### src/rtl/irqPqPkg.sv
package irqPqPkg;
  localparam int SRC_NUM_W = 24;
  localparam int REC_W     = 64;

  // Per-source state: bit 0 presented, bit 1 queued
  localparam logic [1:0] PQ_IDLE = 2'b00;
  localparam logic [1:0] PQ_PRES = 2'b01;

  // Save/restore record bit positions
  localparam int REC_LEVEL = 40;
  localparam int REC_MASK  = 41;
  localparam int REC_PEND  = 42;
  localparam int REC_PRES  = 43;
  localparam int REC_QUEUE = 44;

  typedef logic [SRC_NUM_W-1:0] srcNumT;

  typedef struct packed {
    logic       trigEn;
    logic       trigAssert;
    srcNumT     trigIdx;
    logic       eoiEn;
    srcNumT     eoiIdx;
    logic       rstrEn;
    srcNumT     rstrIdx;
    logic       rstrLevel;
    logic [1:0] rstrPq;
  } pqStrobeT;
endpackage

### src/rtl/irqPqDecode.sv
module irqPqDecode
  import irqPqPkg::*;
#(
  parameter int NUM_SRC = 16,
  parameter int IPI_NUM = 2
) (
  input  logic               clk,
  input  logic               rstN,
  input  logic               trigValid,
  input  logic               trigAssert,
  input  logic [23:0]        trigSrc,
  input  logic               eoiValid,
  input  logic [31:0]        eoiWord,
  input  logic               restoreValid,
  input  logic [23:0]        restoreSrc,
  input  logic [REC_W-1:0]   restoreRecord,
  output pqStrobeT           strb,
  output logic               errStrobe
);
  srcNumT eoiSrc;
  logic   eoiLive, trigOk, eoiOk, rstrOk, errNext;
  logic   unusedBits;

  assign unusedBits = ^{eoiWord[31:24], restoreRecord[REC_W-1:REC_QUEUE+1],
                        restoreRecord[REC_MASK], restoreRecord[REC_LEVEL-1:0]};

  always_comb begin
    eoiSrc  = eoiWord[SRC_NUM_W-1:0];
    eoiLive = eoiValid && (eoiSrc != srcNumT'(IPI_NUM));
    trigOk  = trigSrc    < srcNumT'(NUM_SRC);
    eoiOk   = eoiSrc     < srcNumT'(NUM_SRC);
    rstrOk  = restoreSrc < srcNumT'(NUM_SRC);

    strb.trigEn     = trigValid && trigOk;
    strb.trigAssert = trigAssert;
    strb.trigIdx    = trigSrc;
    strb.eoiEn      = eoiLive && eoiOk;
    strb.eoiIdx     = eoiSrc;
    strb.rstrEn     = restoreValid && rstrOk;
    strb.rstrIdx    = restoreSrc;
    strb.rstrLevel  = restoreRecord[REC_LEVEL];
    strb.rstrPq     = {restoreRecord[REC_QUEUE],
                       restoreRecord[REC_PRES] | restoreRecord[REC_PEND]};

    errNext = (trigValid && !trigOk) || (eoiLive && !eoiOk) ||
              (restoreValid && !rstrOk);
  end

  always_ff @(posedge clk) begin
    if (!rstN) errStrobe <= 1'b0;
    else       errStrobe <= errNext;
  end

  // an EOI naming the inter-processor number never reaches the table
  a_r8_ipi_blocked: assert property (@(posedge clk) disable iff (!rstN)
    (eoiValid && eoiWord[23:0] == 24'(IPI_NUM)) |-> !strb.eoiEn);

  // an out-of-range trigger raises the error strobe next cycle
  a_r12_trig_err: assert property (@(posedge clk) disable iff (!rstN)
    (trigValid && trigSrc >= 24'(NUM_SRC)) |=> errStrobe);
endmodule

### src/rtl/irqPqTable.sv
module irqPqTable
  import irqPqPkg::*;
#(
  parameter int NUM_SRC = 16
) (
  input  logic             clk,
  input  logic             rstN,
  input  pqStrobeT         strb,
  input  logic [23:0]      saveSrc,
  output logic [REC_W-1:0] saveRecord,
  output logic             trigPresValid,
  output logic [23:0]      trigPresSrc,
  output logic             eoiPresValid,
  output logic [23:0]      eoiPresSrc
);
  localparam int IDX_W = (NUM_SRC > 1) ? $clog2(NUM_SRC) : 1;

  logic [1:0]         pq       [NUM_SRC];
  logic [NUM_SRC-1:0] lvl;
  logic [1:0]         afterEoi [NUM_SRC];
  logic [1:0]         afterTrig[NUM_SRC];
  logic [NUM_SRC-1:0] trigPresVec, eoiPresVec;
  logic [IDX_W-1:0]   saveIdx;

  // Per-source next state: EOI step first, then trigger step on its result
  always_comb begin
    for (int i = 0; i < NUM_SRC; i++) begin
      afterEoi[i]   = pq[i];
      eoiPresVec[i] = 1'b0;
      if (strb.eoiEn && strb.eoiIdx == srcNumT'(i)) begin
        if (!lvl[i]) afterEoi[i] = {1'b0, pq[i][1]};
        eoiPresVec[i] = afterEoi[i][0];
      end
      afterTrig[i]   = afterEoi[i];
      trigPresVec[i] = 1'b0;
      if (strb.trigEn && strb.trigIdx == srcNumT'(i)) begin
        if (lvl[i]) begin
          if (!strb.trigAssert) begin
            afterTrig[i] = PQ_IDLE;
          end else if (!afterEoi[i][0]) begin
            afterTrig[i]   = PQ_PRES;
            trigPresVec[i] = 1'b1;
          end
        end else if (strb.trigAssert) begin
          afterTrig[i]   = {afterEoi[i][0], 1'b1};
          trigPresVec[i] = (afterTrig[i] == PQ_PRES);
        end
      end
    end
  end

  always_ff @(posedge clk) begin
    if (!rstN) begin
      for (int i = 0; i < NUM_SRC; i++) pq[i] <= PQ_IDLE;
      lvl           <= '0;
      trigPresValid <= 1'b0;
      trigPresSrc   <= '0;
      eoiPresValid  <= 1'b0;
      eoiPresSrc    <= '0;
    end else begin
      for (int i = 0; i < NUM_SRC; i++) begin
        if (strb.rstrEn && strb.rstrIdx == srcNumT'(i)) begin
          pq[i]  <= strb.rstrPq;
          lvl[i] <= strb.rstrLevel;
        end else begin
          pq[i] <= afterTrig[i];
        end
      end
      trigPresValid <= |trigPresVec;
      trigPresSrc   <= strb.trigIdx;
      eoiPresValid  <= |eoiPresVec;
      eoiPresSrc    <= strb.eoiIdx;
    end
  end

  // Save port: pack the addressed source's state
  always_comb begin
    saveIdx    = saveSrc[IDX_W-1:0];
    saveRecord = '0;
    if (saveSrc < srcNumT'(NUM_SRC)) begin
      saveRecord[REC_LEVEL] = lvl[saveIdx];
      saveRecord[REC_PEND]  = lvl[saveIdx] & pq[saveIdx][0];
      saveRecord[REC_PRES]  = pq[saveIdx][0];
      saveRecord[REC_QUEUE] = pq[saveIdx][1];
    end
  end

  // a trigger-channel present leaves its source in state P only
  a_r3_pres_exact: assert property (@(posedge clk) disable iff (!rstN)
    (trigPresValid && !$past(strb.rstrEn)) |->
      pq[trigPresSrc[IDX_W-1:0]] == PQ_PRES);

  // an EOI-channel present implies P set unless later steps overrode it
  a_r4_eoi_pres_p: assert property (@(posedge clk) disable iff (!rstN)
    (eoiPresValid && !$past(strb.rstrEn) && !$past(strb.trigEn)) |->
      pq[eoiPresSrc[IDX_W-1:0]][0]);

  // a level assert on a presented source does not present again
  a_r5_level_hold: assert property (@(posedge clk) disable iff (!rstN)
    (strb.trigEn && strb.trigAssert && lvl[strb.trigIdx[IDX_W-1:0]] &&
     pq[strb.trigIdx[IDX_W-1:0]][0] && !strb.eoiEn) |=> !trigPresValid);

  // one source never presents on both channels in the same cycle
  a_r11_single_pres: assert property (@(posedge clk) disable iff (!rstN)
    (strb.trigEn && strb.eoiEn && strb.trigIdx == strb.eoiIdx) |=>
      !(trigPresValid && eoiPresValid));
endmodule

### src/rtl/irqPqController.sv
module irqPqController
  import irqPqPkg::*;
#(
  parameter int NUM_SRC = 16,
  parameter int IPI_NUM = 2
) (
  input  logic        clk,
  input  logic        rstN,
  input  logic        trigValid,
  input  logic        trigAssert,
  input  logic [23:0] trigSrc,
  input  logic        eoiValid,
  input  logic [31:0] eoiWord,
  input  logic        restoreValid,
  input  logic [23:0] restoreSrc,
  input  logic [63:0] restoreRecord,
  input  logic [23:0] saveSrc,
  output logic [63:0] saveRecord,
  output logic        trigPresValid,
  output logic [23:0] trigPresSrc,
  output logic        eoiPresValid,
  output logic [23:0] eoiPresSrc,
  output logic        errStrobe
);
  pqStrobeT strb;

  irqPqDecode #(.NUM_SRC(NUM_SRC), .IPI_NUM(IPI_NUM)) uDecode (
    .clk(clk), .rstN(rstN),
    .trigValid(trigValid), .trigAssert(trigAssert), .trigSrc(trigSrc),
    .eoiValid(eoiValid), .eoiWord(eoiWord),
    .restoreValid(restoreValid), .restoreSrc(restoreSrc),
    .restoreRecord(restoreRecord),
    .strb(strb), .errStrobe(errStrobe)
  );

  irqPqTable #(.NUM_SRC(NUM_SRC)) uTable (
    .clk(clk), .rstN(rstN), .strb(strb),
    .saveSrc(saveSrc), .saveRecord(saveRecord),
    .trigPresValid(trigPresValid), .trigPresSrc(trigPresSrc),
    .eoiPresValid(eoiPresValid), .eoiPresSrc(eoiPresSrc)
  );
endmodule

### config.mk
export PLATFORM = sky130hd
export DESIGN_NAME = irqPqController
export DESIGN_NICKNAME = d
export VERILOG_FILES = /design/src/rtl/irqPqPkg.sv /design/src/rtl/irqPqDecode.sv /design/src/rtl/irqPqTable.sv /design/src/rtl/irqPqController.sv
export SDC_FILE = /design/constraint.sdc
export NUM_CORES = 1
export LEC_CHECK = 0
export ABC_CLOCK_PERIOD_IN_PS = 8600
export BUFFER_PORTS_ARGS = -buffer_cell sky130_fd_sc_hd__buf_2
export CAP_MARGIN = 25
export CORE_AREA = 2 2 153 155
export CTS_BUF_LIST = sky130_fd_sc_hd__clkbuf_8 sky130_fd_sc_hd__clkbuf_16
export DETAILED_ROUTE_END_ITERATION = 12
export DIE_AREA = 0 0 155 157
export REMOVE_ABC_BUFFERS = 1
export SYNTH_ARGS = -nofsm -noshare
export SYNTH_HDL_FRONTEND = slang
export SYNTH_HIERARCHICAL = 1
export SYNTH_SLANG_ARGS = --single-unit
### constraint.sdc
create_clock -name clk -period 8.6 [get_ports clk]
set_clock_uncertainty 0.1 [all_clocks]
set_input_delay 0.86 -clock clk [delete_from_list [all_inputs] [get_ports clk]]
set_output_delay 0.86 -clock clk [all_outputs]
set_load 0.02 [all_outputs]
==> results by group, run 1 <==
Cells and area
  • Layout cells sized above 1: 0.2101
  • Fillcell total: 2306
  • Layout area overhead: 8.632%
  • # diodes: 0
  • Nets@finish: approximately 1.2k

Timing
  • Final setup violation count: 0
  • Fin Hold WS: roughly 0.43 ns
  • Worst Tran Pin Value: roughly 1.1 ns
  • Setup tns final: 0 ns
  • Final Cycle Share: 0.5067
  • RSZ-0062 raised after global routing: no
  • Tmin final: between 4 and 5 ns
  • Final Max Slew Viols: 0
  • Fmax: between 0.2 and 0.25 GHz
  • Relative max-transition margin: 0.2444
  • Hold Fails Final Rpt: 0

Critical path
  • Required @ worst endpoint: between 8 and 9 ns
  • Worst setup EP type: register
  • CP Max Fanout: 33
  • CP startpoint kind: primary input
  • CP Class: in2reg
  • Critical Path AT: between 4 and 5 ns

GRT
  • Largest net degree at the start of global routing: 79
  • Initial antenna violation count: 0
  • Number of global-route vias before repair: 6612
  • Grt ovf: 0
  • Tot GR Track Use: 0.1903
  • First-pass GRT wire length: about 36000 microns

Floorplanning
  • Initial Util: 0.3459
  • Die span in y: 157 microns
  • Row cnt: between 50 and 60
  • DIE AREA: around 24000 sq um
  • Die width: about 160 microns
  • Ports: ~290
  • Core area: 22500 sq um

Route
  • DRC: 0
  • DRT iter0 DRCs: roughly 670
  • Post-Route WL: approximately 24000 microns
  • Avg WL per Cell: between 15 and 20 microns
  • Antenna viol nets, final: 0
  • Via density: around 5.6
  • Vias: between 7k and 8k
  • Pre-antenna DRT Iters: 7

CTS
  • Post-CTS setup buffers: 0
  • Num Clock Sinks: 99
  • Total CTS buffers: 9
  • CTS hold repair buffers: 0
  • Clk Latency, worst-skew pair: roughly 0.37 ns
  • Post-cts sizing count: 0
  • CTS tree: built
  • CTS Buffer Depth: 2
  • Reg clk slew, reported paths: 0.08 ns
  • Number of H-tree levels: 3
  • Root Buffer: clkbuf_16

Synthesis
  • Post-synth EDFFs: 32
  • Post-synth cell types: roughly 60
  • Share of flip-flops with an asynchronous set or reset: 0
  • Post-Synth XOR/XNOR Area: 0
  • Yosys warning count: 6
  • Area contributors post-synth: dfxtp_1 17%, buf_4 13%, edfxtp_1 12%
  • Mapped Avg Cell Area: 8.185 sq um
  • Cells after synthesis: approximately 950
  • Synth top area share: 0.1723
  • Syn Std Cell Area: slightly below 8000 sq um
  • Ys flop type: dfxtp_1
  • Simple-Gate Fraction of Synth Area: 0.3012
  • Post-synth top area cell: dfxtp_1
  • Seq cells post-synth: between 90 and 100
  • Compound-Gate Fraction of Synth Area: 0.1587
  • Main combinational cell family by area after synthesis: simple AND/OR/NAND/NOR gates
  • Post-synthesis adder-cell area fraction: 0
  • Post-synthesis mux area share: 0.07491
  • Sequential area share after synthesis: 0.2958

Placement
  • DP Wirelength: around 17000 microns
  • Buffers on Ports: 160
  • GPL Wtd Cong: approximately 0.95

Status
  • Status: complete, no violations

Pwr
  • Leakage: between 3 and 4 nW
  • Power, Total: around 0.0011 W
  • Worst VDD drop: roughly 90 uV
  • Power per cell area: 134.3 nW/um^2

Min path
  • Min-delay worst type: reg2reg

Run
  • Max-cap check violation count: 0
==> final cells by class <==
class	count	area, sq um	area share
Inverter	17	63.81	0.007547
Multi-Input combinational cell	728	4521	0.5346
Timing Repair Buffer	173	895.9	0.1059
Clock buffer	9	225.2	0.02664
Clock inverter	7	91.34	0.01080
Tap cell	285	356.6	0.04217
Sequential cell	99	2302	0.2723
==> layer usage <==
metal / part of all wire / vias to the layer above / global-route usage
li1: - / 3489 / -
met5: 0 / - / 0
met1: 0.42 / 3472 / 0.2395
met2: 0.47 / 322 / 0.3249
met3: 0.076 / 43 / 0.02974
met4: 0.032 / 0 / 0.07981
==> cell families after synthesis <==
family,count (synthesis)
buf+inv,214
other cells,2
compound gates,180
simple gates,417
mux,39
flops,99
==> through the flow <==
stage / instance area, sq um / setup WS, ns / instances / util
floorplan: 6874 / 4.531 / 844 / -
global placement: 8127 / 3.935 / 1300 / 0.3611
detailed placement: 8139 / 3.918 / 1302 / 0.3617
CTS: 8456 / 4.281 / 1318 / 0.3758
global route: 8456 / 3.903 / 1318 / 0.3758
finish: 8456 / 4.242 / 1318 / 0.3758
==> layout by cell type, fill, tap and decap left out, types with 14 or more instances in the layout <==
cell type  netlist  layout
a211oi_1        14      14
a21oi_1         42      42
and2_1          55      55
buf_2            1     161
conb_1           2      92
dfxtp_1         67      67
edfxtp_1        32      32
inv_1           16      16
mux2i_1         20      20
mux4_2          15      15
nand2_1         59      59
nand2b_1        17      17
nand3_1         46      46
nand4_1         22      22
nor2_1          49      49
nor3_1          29      29
nor4_1          49      47
o21ai_0         30      30
or4_1           25      25
==> state kept, by name, summed over array words and instances, names as in the netlist <==
signal	count
uTable/trigPresValid	1
uTable/trigPresSrc	24
uTable/eoiPresSrc	24
uTable/lvl	16
uDecode/errStrobe	1
uTable/pq	32
uTable/eoiPresValid	1
==> synth_stat cells (all sizes together) (3+ instances only) <==
library cell / count
buf: 144
dfxtp: 67
nand2: 59
and2: 55
clkbuf: 53
nor2: 49
nor4: 49
nand3: 46
a21oi: 42
edfxtp: 32
o21ai: 30
nor3: 29
or4: 26
nand4: 22
mux2i: 20
nand2b: 17
inv: 16
mux4: 15
a211oi: 14
nor2b: 12
or3: 12
o211ai: 11
o41ai: 11
a21boi: 8
a31oi: 7
o31ai: 7
or2: 7
nand3b: 6
nor3b: 6
o211a: 6
o31a: 6
a22oi: 5
and4: 5
o2111ai: 5
o21a: 5
a32oi: 4
and3: 4
mux2: 4
nor4b: 4
o22ai: 4
a22o: 3
and3b: 3
nand4b: 3
==> report_power, final <==
group	internal [W]	total (W)	switching, W
clock network	0.000212	0.000432	0.000220
logic	0.0000642	0.000182	0.000118
registers	0.000505	0.000521	0.0000163
total	0.000782	0.00114	0.000354
==> worst max-delay path, cell delays in order <==
cell and delay, ns:
buf_2 0.11, nor4_1 0.60, nand4_1 0.87, buf_4 0.55, o41a_1 0.45, or4_1 0.52
and4_1 0.18, a41oi_1 0.34
==> worst paths after layout <==
check                  from                   end  slack [ns]  cells past startpoint
min reg2reg   uTable/lvl[6]         uTable/lvl[6]        0.43                      2
min           uTable/lvl[6]         uTable/lvl[6]        0.43                      2
max             eoiWord[17]  uTable/trigPresValid        4.24                      8
max reg2reg  uTable/lvl[12]  uTable/trigPresValid        6.19                      4
Power figures use the tool's default switching activity.
==> run 2, diff against run 1 <==
--- a/config.mk
+++ b/config.mk
@@ -5,13 +5,14 @@
 export SDC_FILE = /design/constraint.sdc
 export NUM_CORES = 1
 export LEC_CHECK = 0
-export ABC_CLOCK_PERIOD_IN_PS = 8600
+export ABC_AREA = 1
+export ABC_CLOCK_PERIOD_IN_PS = 3800
 export BUFFER_PORTS_ARGS = -buffer_cell sky130_fd_sc_hd__buf_2
 export CAP_MARGIN = 25
-export CORE_AREA = 2 2 153 155
+export CORE_AREA = 2 2 149 151
 export CTS_BUF_LIST = sky130_fd_sc_hd__clkbuf_8 sky130_fd_sc_hd__clkbuf_16
 export DETAILED_ROUTE_END_ITERATION = 12
-export DIE_AREA = 0 0 155 157
+export DIE_AREA = 0 0 151 153
 export REMOVE_ABC_BUFFERS = 1
 export SYNTH_ARGS = -nofsm -noshare
 export SYNTH_HDL_FRONTEND = slang
==> constraint.sdc (replaced) <==
create_clock -name clk -period 3.8 [get_ports clk]
set_clock_uncertainty 0.1 [all_clocks]
set_input_delay 0.38 -clock clk [delete_from_list [all_inputs] [get_ports clk]]
set_output_delay 0.38 -clock clk [all_outputs]
set_load 0.02 [all_outputs]
==> results by group, run 2 <==
Placement
  • Placed Cells: 1529 (+17%)
  • GPL Wtd Cong: 0.9979 (+5.4%)
  • Buffers on Ports: 160 (unchanged)
  • Dpl ws: 0.6672 ns (-3.250 ns)
  • DP Wirelength: 17630 microns (+1.9%)

Route
  • Post-Route WL: 22570 microns (-4.6%)
  • Pre-antenna DRT Iters: 5 (-2)
  • DRT iter0 DRCs: 617 (-7.2%)
  • Antenna viol nets, final: 0 (unchanged)
  • Avg WL per Cell: 14.61 microns (-19%)
  • Via density: 4.801 (-14%)
  • Vias: 7418 (+1.3%)
  • DRC: 0 (unchanged)

Synthesis
  • Yosys warning count: 6 (unchanged)
  • Ys flop type: dfxtp_1
  • Synth top area share: 0.1798 (+0.007516)
  • Post-synth cell types: 47 (-23%)
  • Seq cells post-synth: 99 (unchanged)
  • Cells after synthesis: 1151 (+21%)
  • Area contributors post-synth: dfxtp_1 18%, buf_4 14%, edfxtp_1 13%
  • Sequential area share after synthesis: 0.3087 (+0.01290)
  • Post-synth top area cell: dfxtp_1
  • Count leader, synth: nand2_1
  • Share of flip-flops with an asynchronous set or reset: 0 (unchanged)
  • Top post-synthesis cells by count: 246 x nand2_1, 161 x nor2_1, 136 x buf_4
  • Post-synth EDFFs: 32 (unchanged)
  • Syn Std Cell Area: 7458 sq um (-4.2%)
  • Mapped Avg Cell Area: 6.480 sq um (-21%)

CTS
  • CTS Buffer Depth: 2 (unchanged)
  • Post-cts sizing count: 0 (unchanged)
  • Number of H-tree levels: 3 (unchanged)
  • Total CTS buffers: 9 (unchanged)
  • Reg clk slew, reported paths: 0.08 ns (about the same)
  • Clk Latency, worst-skew pair: 0.36 ns (about the same)
  • Root Buffer: clkbuf_16
  • Num Clock Sinks: 99 (unchanged)
  • CTS tree: built
  • CTS hold repair buffers: 0 (unchanged)
  • Post-CTS setup buffers: 0 (unchanged)

Cells and area
  • Multi-input gate area: 3865 sq um (-15%)
  • Finished Core Util: 0.3818 (+0.006026)
  • Most common cell after layout, fill and taps aside: nand2_1
  • Layout cells sized above 1: 0.1731 (-0.03695)
  • Non-Filler Instances: 1545 (+17%)
  • Layout area overhead: 9.982%
  • FF/Latch Area: 2302 sq um (unchanged)
  • Max reg flops: 32 (unchanged)
  • # diodes: 0 (unchanged)
  • Nets@finish: 1434 (+19%)
  • Fillcell total: 2352 (+2.0%)
  • Regs by FF count: uTable/pq (32), uTable/eoiPresSrc (24), uTable/trigPresSrc (24)
  • Most flops, register: uTable/pq
  • Most frequent cells in the layout: 246 x nand2_1, 161 x nor2_1, 160 x buf_2

Critical path
  • Critical Path AT: 2.97 ns (-1.53 ns)
  • CP Max Fanout: 6 (-82%)
  • Required @ worst endpoint: 3.95 ns (-4.79 ns)
  • R2R setup slack: 1.86 ns (-4.33 ns)
  • Worst setup EP type: register
  • CP startpoint kind: primary input
  • CP Class: in2reg

Timing
  • Worst Tran Pin Value: 0.7125 ns (-0.4105 ns)
  • Tmin final: between 2 and 3 ns
  • Final setup violation count: 0 (unchanged)
  • Final Max Slew Viols: 0 (unchanged)
  • Fmax: 0.3542 GHz
  • Setup tns final: 0 ns (unchanged)
  • RSZ-0062 raised after global routing: no
  • Worst setup margin: 0.9766 ns (-3.265 ns)
  • Final Cycle Share: 0.7430
  • Relative max-transition margin: 0.5245 (+0.2801)
  • Hold Fails Final Rpt: 0 (unchanged)

GRT
  • Most used routing layer: met2
  • Grt ovf: 0 (unchanged)
  • Met2 usage: 0.3063 (-0.01859)
  • Tot GR Track Use: 0.1930 (+0.002692)
  • Met3 global-route usage: 0.03522 (+0.005488)
  • Largest net degree at the start of global routing: 75 (-5.1%)
  • Initial antenna violation count: 0 (unchanged)
  • M1 GR Usage: 0.2515 (+0.01198)
  • First-pass GRT wire length: 34490 microns (-4.7%)
  • Number of global-route vias before repair: 6501 (-1.7%)

Run
  • Max-cap check violation count: 0 (unchanged)

Floorplanning
  • Die width: 151 microns (-2.6%)
  • Ports: 289 (unchanged)
  • DIE AREA: 23100 sq um (-5.1%)
  • Die span in y: 153 microns (-2.5%)
  • Row cnt: 54 (-1.8%)
  • Initial Util: 0.3471 (+0.001236)
  • Core area: 21490 sq um (-4.5%)

Pwr
  • Leakage: 3.992 nW (+27%)
  • Worst VDD drop: 185.3 uV (+110%)
  • Power, Total: 0.002596 W (+130%)
  • Power per cell area: 316.5 nW/um^2 (+140%)

Min path
  • Min-delay worst type: in2reg

Status
  • Status: complete, no violations
-- run 2: cell types whose count changed after synthesis, sizes merged, moves of 22 or more --
cell    delta
nand2    +189
nor2     +130
inv      +114
o21ai     +58
and2      -52
nor4      -44
clkbuf    -37
nand3     +34
or4       -26
a21oi     +22
-- run 2: cell type report --
class | instances | area share
inverter | 133 | 0.06086
tap | 280 | 0.04271
timing repair buffer | 168 | 0.1065
multi-input combinational | 849 | 0.4712
sequential | 99 | 0.2807
clock buffer | 10 | 0.03051
clock inverter | 6 | 0.007627
-- run 2: metal layers --
metal,part of all wire,routed length [microns]
met1,0.42,9488
met2,0.47,10520
met3,0.077,1735
met4,0.037,831
met5,0,0
-- run 2: worst paths after layout --
kind	startpoint	endpoint	cells after the start
setup reg to reg	uTable/lvl[9]	uTable/trigPresValid	9
hold / removal	trigSrc[22]	uTable/trigPresSrc[22]	3
setup / recovery	eoiWord[16]	uTable/trigPresValid	17
hold reg to reg	uTable/lvl[5]	uTable/lvl[5]	2
-- run 2: logic make-up after synthesis --
family,synth area share
buffers and inverters,0.2184
AND/OR/NAND/NOR,0.3268
flip-flops,0.3087
AO/OA/AOI/OAI,0.1451
other,0.001007
-- run 2: critical path: stages --
cell,delay (ns)
buf_2,0.12
nor2_1,0.11
nand2_1,0.08
nor2_2,0.11
nand3_1,0.10
nor3b_1,0.38
nand2_1,0.11
nor2_1,0.44
inv_1,0.12
nor2_1,0.23
nand3_2,0.15
nand3_1,0.12
nand2_1,0.08
nor2_1,0.15
nand3_1,0.10
nor2_1,0.15
nor2_1,0.06
-- run 2: where the power goes --
part	total (W)	internal, W	switching, W
logic	0.000438	0.000136	0.000302
registers	0.00117	0.00115	0.0000285
clock network	0.000984	0.000506	0.000478
-- run 2: through the flow --
step                hold WS (ns)  instance area [sq um]
finish                    0.1225                   8203
global route              0.1245                   8203
CTS                       0.1107                   8203
detailed placement        0.4324                   7890
global placement          0.4342                   7890
floorplan                 0.3735                   6666
